===== src/rtl/mult_pkg.sv =====
package mult_pkg;
   typedef enum logic [1:0] {
      ST_IDLE  = 2'd0,
      ST_ADD   = 2'd1,
      ST_SHIFT = 2'd2
   } mult_state_t;

   localparam int ADDER_BEHAV  = 0;
   localparam int ADDER_RIPPLE = 1;
endpackage


===== src/rtl/mult_adder.sv =====
module mult_adder #(
   parameter int WIDTH = 8,
   parameter int STYLE = 0
) (
   input  logic [WIDTH-1:0] x_i,
   input  logic [WIDTH-1:0] y_i,
   output logic [WIDTH-1:0] sum_o,
   output logic             cout_o
);
   initial begin
      assert (STYLE == mult_pkg::ADDER_BEHAV || STYLE == mult_pkg::ADDER_RIPPLE)
         else $error("mult_adder: unknown STYLE %0d", STYLE);
   end

   generate
      if (STYLE == mult_pkg::ADDER_RIPPLE) begin : g_ripple
         logic [WIDTH:0] cy;
         assign cy[0] = 1'b0;
         for (genvar i = 0; i < WIDTH; i++) begin : g_bit
            assign sum_o[i]  = x_i[i] ^ y_i[i] ^ cy[i];
            assign cy[i+1]   = (x_i[i] & y_i[i]) | (cy[i] & (x_i[i] ^ y_i[i]));
         end
         assign cout_o = cy[WIDTH];
      end else begin : g_behav
         logic [WIDTH:0] full;
         assign full   = {1'b0, x_i} + {1'b0, y_i};
         assign sum_o  = full[WIDTH-1:0];
         assign cout_o = full[WIDTH];
      end
   endgenerate
endmodule


===== src/rtl/mult_iter_cnt.sv =====
module mult_iter_cnt #(
   parameter int WIDTH = 8,
   localparam int CW = $clog2(WIDTH + 1)
) (
   input  logic clk,
   input  logic rst_n,
   input  logic load_i,
   input  logic dec_i,
   output logic last_o
);
   localparam logic [CW-1:0] LOAD_VAL = CW'(WIDTH);
   logic [CW-1:0] cnt_q;

   always_ff @(posedge clk or negedge rst_n) begin
      if (!rst_n)      cnt_q <= '0;
      else if (load_i) cnt_q <= LOAD_VAL;
      else if (dec_i)  cnt_q <= cnt_q - 1'b1;
   end

   assign last_o = (cnt_q == CW'(1));

   p_cnt_range_r3: assert property (@(posedge clk) disable iff (!rst_n)
      cnt_q <= LOAD_VAL);
   p_no_dec_at_zero_r3: assert property (@(posedge clk) disable iff (!rst_n)
      dec_i |-> cnt_q != '0);
endmodule


===== src/rtl/mult_ctrl.sv =====
module mult_ctrl #(
   parameter int WIDTH = 8
) (
   input  logic clk,
   input  logic rst_n,
   input  logic go_i,
   output logic load_o,
   output logic add_o,
   output logic shift_o,
   output logic ready_o
);
   import mult_pkg::*;

   mult_state_t st_q, st_d;
   logic        last;

   mult_iter_cnt #(.WIDTH(WIDTH)) u_cnt (
      .clk    (clk),
      .rst_n  (rst_n),
      .load_i (load_o),
      .dec_i  (shift_o),
      .last_o (last)
   );

   always_comb begin
      st_d = st_q;
      unique case (st_q)
         ST_IDLE:  if (go_i) st_d = ST_ADD;
         ST_ADD:   st_d = ST_SHIFT;
         ST_SHIFT: st_d = last ? ST_IDLE : ST_ADD;
         default:  st_d = ST_IDLE;
      endcase
   end

   always_ff @(posedge clk or negedge rst_n) begin
      if (!rst_n) st_q <= ST_IDLE;
      else        st_q <= st_d;
   end

   assign ready_o = (st_q == ST_IDLE);
   assign load_o  = ready_o & go_i;
   assign add_o   = (st_q == ST_ADD);
   assign shift_o = (st_q == ST_SHIFT);

   p_start_busy_r2: assert property (@(posedge clk) disable iff (!rst_n)
      (ready_o && go_i) |=> !ready_o);
   p_add_then_shift_r3: assert property (@(posedge clk) disable iff (!rst_n)
      add_o |=> shift_o);
   p_finish_r3: assert property (@(posedge clk) disable iff (!rst_n)
      (shift_o && last) |=> ready_o);
   p_one_phase: assert property (@(posedge clk) disable iff (!rst_n)
      $onehot0({load_o, add_o, shift_o}));
endmodule


===== src/rtl/mult_dpath.sv =====
module mult_dpath #(
   parameter int WIDTH = 8,
   parameter int ADDER = 0
) (
   input  logic               clk,
   input  logic               rst_n,
   input  logic               load_i,
   input  logic               add_i,
   input  logic               shift_i,
   input  logic [WIDTH-1:0]   mcand_i,
   input  logic [WIDTH-1:0]   mplier_i,
   output logic [2*WIDTH-1:0] prod_o
);
   logic [WIDTH-1:0] b_q, acc_q, mq_q;
   logic             cy_q;
   logic [WIDTH-1:0] sum;
   logic             cout;
   logic             do_add;

   mult_adder #(.WIDTH(WIDTH), .STYLE(ADDER)) u_add (
      .x_i    (acc_q),
      .y_i    (b_q),
      .sum_o  (sum),
      .cout_o (cout)
   );

   assign do_add = add_i & mq_q[0];

   always_ff @(posedge clk or negedge rst_n) begin
      if (!rst_n) begin
         b_q   <= '0;
         acc_q <= '0;
         mq_q  <= '0;
         cy_q  <= 1'b0;
      end else if (load_i) begin
         b_q   <= mcand_i;
         mq_q  <= mplier_i;
         acc_q <= '0;
         cy_q  <= 1'b0;
      end else if (do_add) begin
         acc_q <= sum;
         cy_q  <= cout;
      end else if (shift_i) begin
         acc_q <= {cy_q, acc_q[WIDTH-1:1]};
         mq_q  <= {acc_q[0], mq_q[WIDTH-1:1]};
         cy_q  <= 1'b0;
      end
   end

   assign prod_o = {acc_q, mq_q};

   p_skip_add_r7: assert property (@(posedge clk) disable iff (!rst_n)
      (add_i && !mq_q[0]) |=> $stable(acc_q) && $stable(cy_q));
   p_mcand_held_r6: assert property (@(posedge clk) disable iff (!rst_n)
      !load_i |=> $stable(b_q));
   p_prod_hold_r4: assert property (@(posedge clk) disable iff (!rst_n)
      (!load_i && !add_i && !shift_i) |=> $stable(prod_o));
   p_carry_clear_r7: assert property (@(posedge clk) disable iff (!rst_n)
      shift_i |=> !cy_q);
endmodule


===== src/rtl/seq_shift_add_mult.sv =====
module seq_shift_add_mult #(
   parameter int WIDTH = 8,
   parameter int ADDER = 0
) (
   input  logic               clk,
   input  logic               rst_n,
   input  logic               go_i,
   input  logic [WIDTH-1:0]   mcand_i,
   input  logic [WIDTH-1:0]   mplier_i,
   output logic [2*WIDTH-1:0] prod_o,
   output logic               ready_o
);
   initial begin
      assert (WIDTH >= 2) else $error("seq_shift_add_mult: WIDTH must be >= 2");
      assert (ADDER == 0 || ADDER == 1) else $error("seq_shift_add_mult: ADDER must be 0 or 1");
   end

   logic load, add, shift;

   mult_ctrl #(.WIDTH(WIDTH)) u_ctrl (
      .clk     (clk),
      .rst_n   (rst_n),
      .go_i    (go_i),
      .load_o  (load),
      .add_o   (add),
      .shift_o (shift),
      .ready_o (ready_o)
   );

   mult_dpath #(.WIDTH(WIDTH), .ADDER(ADDER)) u_dp (
      .clk      (clk),
      .rst_n    (rst_n),
      .load_i   (load),
      .add_i    (add),
      .shift_i  (shift),
      .mcand_i  (mcand_i),
      .mplier_i (mplier_i),
      .prod_o   (prod_o)
   );

   p_busy_ignore_r5: assert property (@(posedge clk) disable iff (!rst_n)
      (!ready_o && go_i) |=> !($rose(ready_o) && $past(add)));
   p_idle_hold_r4: assert property (@(posedge clk) disable iff (!rst_n)
      (ready_o && !go_i) |=> ready_o && $stable(prod_o));
endmodule


===== config.mk =====
export PLATFORM = sky130hd
export DESIGN_NAME = seq_shift_add_mult
export DESIGN_NICKNAME = d
export VERILOG_FILES = /design/src/rtl/mult_pkg.sv /design/src/rtl/mult_adder.sv /design/src/rtl/mult_iter_cnt.sv /design/src/rtl/mult_ctrl.sv /design/src/rtl/mult_dpath.sv /design/src/rtl/seq_shift_add_mult.sv
export SDC_FILE = /design/constraint.sdc
export NUM_CORES = 1
export LEC_CHECK = 0
export ABC_AREA = 1
export BUFFER_PORTS_ARGS = -buffer_cell sky130_fd_sc_hd__buf_2
export CAP_MARGIN = 20
export CORE_AREA = 4 4 95 61
export DETAILED_ROUTE_END_ITERATION = 10
export DIE_AREA = 0 0 99 65
export PLACE_DENSITY_LB_ADDON = 0.05
export RECOVER_POWER = 100
export SLEW_MARGIN = 0
export SYNTH_ARGS = -nofsm -noshare
export SYNTH_HDL_FRONTEND = slang
export SYNTH_HIERARCHICAL = 1
export SYNTH_SLANG_ARGS = --single-unit

===== constraint.sdc =====
create_clock -name clk -period 1.7 [get_ports clk]
set_input_delay 0.17 -clock clk [delete_from_list [all_inputs] [get_ports clk]]
set_output_delay 0.17 -clock clk [all_outputs]
set_load 0.01 [all_outputs]

[Word-level counts from Yosys, hierarchy flattened]
Cells that the tools add are included.
Operators by class
  magnitude comparators: 0
  mux-type cells: 14
  divide/modulo/power cells: 0
  shifts and indexed selects: 0
  reductions and logical operators: 4
  multipliers: 0
  add/subtract/negate cells: 2
  bitwise operators: 2
  eq/ne operators: 5
Operator list (count)
  8-bit 2-to-1 mux: 6
  8-bit by 8-bit adder with 9-bit output: 1
  4-bit 2-to-1 mux: 2
  2-bit case mux with 3 select lines: 1
  4-bit by 1-bit == test with 1-bit output, second input constant: 1
  1-bit 2-to-1 mux: 4
  2-bit inequality test, second input constant: 2
  4-bit by 1-bit subtractor with 4-bit output, second input constant: 1
  3-bit nonzero test: 1
  1-bit AND: 2
  2-bit by 1-bit == test with 1-bit output, second input constant: 1
  2-bit == test, second input constant: 1
  2-bit logical NOT: 1
  2-bit 2-to-1 mux: 1
  2-bit AND reduction: 1
  2-bit nonzero test: 1
Storage, ports and cells
  latch bits: 0
  input bits: 19
  memory bits (read-only): 0
  bits in writable memories: 0
  output and inout bits: 17
  memories: 0
  bits in registers: 31
  logic and storage cells: 33

[Depth between registers and ports, before layout]
  word-level depth: 4
  mapped depth: 12
  mapped depth without buffers: 12

[Modules after synthesis]
The synthesis kept the hierarchy.
Modules (own cells, without submodules)
  mult_dpath: cells each 163, area each 1234.9 um^2, sequential area each 625.6 um^2, instances 1
  mult_adder: cells each 59, area each 376.6 um^2, sequential area each 0.0 um^2, instances 1
  mult_iter_cnt: cells each 28, area each 219.0 um^2, sequential area each 100.1 um^2, instances 1
  mult_ctrl: cells each 13, area each 100.1 um^2, sequential area each 50.0 um^2, instances 1

[Least setup slack after synthesis]
OpenSTA, ideal clock, no wires.
  kind: register to register
  start point: register u_dp.acc_q[0]
  end point: register u_dp.acc_q[6]
  stages on the path, launching flop included: 13
  path slack: -0.050 ns
  buffers on the path: 0
  library setup time: 0.116 ns
  data arrival time: 1.633 ns
  period minus slack after synthesis: 1.750 ns
  required time: 1.584 ns
  cell sequence: dfrtp_1 -> ha_1 -> fa_1 -> nand2_1 -> nand2_1 -> nand3b_4 -> nand2_1 -> nand2_1 -> nand2_1 -> nand3_1 -> nand2_1 -> nand2_1 -> nand2_1
Between the ends
  longest elaborated chain between the ends: 3
Ends and longest elaborated chain
  start: declaration: RTL line mult_dpath.sv:14  | logic [WIDTH-1:0] b_q, acc_q, mq_q;
  start signal: assignment: RTL line mult_dpath.sv:41  | acc_q <= sum;
  start signal: assignment: RTL line mult_dpath.sv:44  | acc_q <= {cy_q, acc_q[WIDTH-1:1]};
  8-bit by 8-bit adder with 9-bit output: RTL line mult_adder.sv:26  | assign full = {1'b0, x_i} + {1'b0, y_i};
  named net u_dp.sum[6]: RTL line mult_dpath.sv:16  | logic [WIDTH-1:0] sum;
  8-bit 2-to-1 mux: RTL line mult_dpath.sv:40  | end else if (do_add) begin
  8-bit 2-to-1 mux: RTL line mult_dpath.sv:35  | end else if (load_i) begin
The timed path passes the listed nets, and every way through them passes these cells.
A chain may end at the register's enable or synchronous reset.

[Worst setup path after layout]
Ends and elaborated chain as after synthesis.

==> impl_metrics.csv <==
group,metric,value,unit
outcome,status,"complete, no violations",
yosys,synth_flop_cell,"dfrtp_1",
yosys,netlist.area_leader.share,0.402,
worst_setup_path,r2r_setup_slack,30,ps
worst_setup_path,path_max_fanout,2,
yosys,synth_most_common_cell,"nand2_1",
min_path,hold_depth,3,
clock_network,cts_tree,"yes",
worst_setup_path,rr_endpoint,"u_dp/acc_q[6]",
power,power.density,1660,mW/mm²
clock_network,cts_inserted_buffers,5,
layout,seqCellArea,776,µm²
timing,setup_violations,0,
placed_design,numPortBuffers,35,
worst_setup_path,crit_path_frequent_cell,"nand2_1",
yosys,synth_common_cells,"133 x nand2_1, 31 x dfrtp_1, 23 x nand3_1",
clock_network,cts_sinks,31,
route,drt-total-wl,4610,µm
layout,multi_input_area,0.00108,mm²
yosys,synth.area.top_cells,"dfrtp_1 40%, nand2_1 26%, ha_1 6.5%",
route,via_count,1722,
power,total_power,4.03,mW
floorplanning,start_util,0.392,
layout,syn2layout_area_growth,25.3,%
yosys,ys_ff_latch,31,
global_routing,grt_max_degree,32,
floorplanning,io_pins,36,
placed_design,place.gp.congestion,0.786,
floorplanning,die_h,65,µm
timing,finalCritPeriodShare,0.983,
layout,stdcell_count,384,
yosys,syn_area,0.00193,mm²
power,peakVddDrop,0.606,mV
route,post_drt_wl_per_cell,12.0,µm
route,route.detailed.drc,0,
yosys,synth_cell_types,25,
timing,rsz0062_at_grt,"yes",
layout,drive_above_1_share,0.233,
yosys,ys_warn_count,6,
worst_setup_path,worst_ep_arrival_time,1850,ps
layout,fin_nets,347,
placed_design,place_inst,372,
floorplanning,core,0.00493,mm²
timing,period_minus_slack,1670,ps
global_routing,grt_use_total,0.152,
timing,setup_tns,0,ps
route,via_per_inst,4.48,
job,drv_cap,0,
global_routing,overflow,0,
placed_design,hpwl,3410,µm
worst_setup_path,rr_worst_depth,12,
worst_setup_path,critical_path_buf_inv_count,0,
clock_network,clock-root-buffer,"clkbuf_8",
min_path,hold_path_class,"primary input to flop",
layout,diodes,0,
route,drtPass1Iterations,4,
clock_network,clk_latency,280,ps
worst_setup_path,end_kind,"flop",
layout,nFillCells,532,
yosys,syn_inst,263,
yosys,synth.avg_cell_area,7.34,µm²
timing,clock-skew-final,6.74,ps
yosys,synth_edf_count,0,
floorplanning,die_x,99,µm
yosys,synth.largest_area_cell,"dfrtp_1",
timing,final_max_slew_viol_count,0,
floorplanning,die_area,0.00644,mm²
global_routing,grt_pass1_vias,1545,
timing,finalHoldViolCount,0,
timing,setup_ws,28.6,ps
min_path,min_from,"mcand_i[4]",
clock_network,htreeDepth,2,
global_routing,grt_antenna_before_repair,0,
floorplanning,num_rows,20,
worst_setup_path,cp-start-kind,"flop",
worst_setup_path,cp_data_required_time,1870,ps
yosys,async_reset_ff_frac,1.00,
clock_network,clockBufferDepth,2,
route,drt-initial-drc-count,59,
worst_setup_path,crit_path_max_incr_delay,380,ps
worst_setup_path,crit_family,"simple AND/OR/NAND/NOR gates",
worst_setup_path,cpMaxStageDelayCell,"dfrtp_1",
timing,relSlewSlack,0.478,
power,power.leakage,1.39,nW
route,postRouteAntennaNets,0,
worst_setup_path,crit_chain,"ha_2, fa_2, nand2_2, nand2_2, nand3b_4, nand2_2, nand2_1, nand2_1, nand3_2, nand2_1, nand2_1, nand2_1",
placed_design,dp_slack,13.8,ps
yosys,syn_nets,293,
clock_network,clk_pin_slew,70,ps
global_routing,grt_first_pass_wirelength,7620,µm
yosys,ys_seq_area_frac,0.402,
worst_setup_path,crit_type,"flop to flop",
worst_setup_path,rr_startpoint,"u_dp/acc_q[0]",
timing,worst_pin_slew,783,ps
timing,fmax,598,MHz
min_path,hold_end,"u_dp/b_q[4]",
[worst min-delay path, stage by stage]
cell and delay [ps]:
buf_2 70, nand2_1 40, nand2_1 50
[area by class of cell]
| type | instances | share of cell area |
|---|---|---|
| clock buffer | 6 | 0.0341 |
| clock inverter | 2 | 0.0145 |
| inverter | 21 | 0.0336 |
| multi-input combinational | 206 | 0.445 |
| sequential | 31 | 0.321 |
| tap | 66 | 0.0341 |
| timing repair buffer | 52 | 0.118 |
[power by group]
group          total (mW)  leakage, nW  internal [mW]  switching [mW]
Combinational        2.02        0.927          0.798            1.22
Clock               0.755       0.0612          0.474           0.281
Sequential           1.25        0.403          0.998           0.257
[worst max-delay path by stage]
stage | startpoint | endpoint | slack [ps] | cells past startpoint
floorplan | u_dp/acc_q[0] | u_dp/acc_q[6] | 30 | 12
global placement | u_dp/acc_q[0] | u_dp/acc_q[6] | 50 | 12
detailed placement | u_dp/acc_q[0] | u_dp/acc_q[6] | 10 | 12
CTS | u_dp/acc_q[0] | u_dp/acc_q[6] | 6 | 12
global route | u_dp/acc_q[0] | u_dp/acc_q[6] | -60 | 12
finish | u_dp/acc_q[0] | u_dp/acc_q[6] | 30 | 12
[state kept, by name (all words and copies together), names as in the netlist]
signal	flops
u_ctrl/st_q	2
u_ctrl/u_cnt/cnt_q	4
u_dp/acc_q	8
u_dp/cy_q	1
u_dp/mq_q	8
u_dp/b_q	8
[cells by family (layout without fill, tap and decap cells)]
kind of cell             count (synthesis)  in the layout  share of synthesized area
AO/OA/AOI/OAI                            6              6                     0.0227
XOR/XNOR                                 3              3                     0.0136
adder cells (fa/ha/maj)                 11             11                     0.0752
buffers and inverters                   26             81                     0.0635
flip-flops                              31             31                      0.402
AND/OR/NAND/NOR                        186            186                      0.423
[metrics by stage]
stage / cell area, µm² / utilization / hold WS, ps
final: 2420 / 0.491 / 86.2
after global routing: 2420 / 0.491 / 79.6
after CTS: 2400 / 0.486 / 75.0
after detailed placement: 2260 / 0.459 / 272
after global placement: 2260 / 0.459 / 276
after floorplan: 1940 / - / -126
[cells in the final DEF, fill, tap and decap left out, drive strengths merged]
| master | netlist | layout |
|---|---|---|
| xnor2 | 2 | 2 |
| fa | 1 | 1 |
| clkbuf | 0 | 22 |
| or2 | 2 | 2 |
| inv | 21 | 21 |
| buf | 5 | 35 |
| ha | 10 | 10 |
| bufinv | 0 | 1 |
| nand3b | 2 | 2 |
| nor2 | 16 | 16 |
| nand3 | 25 | 25 |
| nand4 | 1 | 1 |
| clkinv | 0 | 1 |
| nand2 | 140 | 140 |
| xor2 | 1 | 1 |
| a211oi | 1 | 1 |
| a21oi | 5 | 5 |
| dfrtp | 31 | 31 |
| dlygate4sd3 | 0 | 1 |
[per-layer routing]
layer	GRT usage	vias to the layer above	part of all wire
met3	0.0419	2	0.062
met4	0.0307	0	0.0015
met1	0.242	756	0.57
li1	-	922	-
met2	0.198	42	0.37
met5	0	-	0
[timing repair]
action,CTS,global route
cloned,0,0
resized for setup,0,7
hold buffers,1,0
hold endpoints to repair,31,0
endpoints found under the setup margin,1,5
pin swaps,0,4
buffers inserted,1,2
No activity file was read; power rests on OpenSTA's default activity.
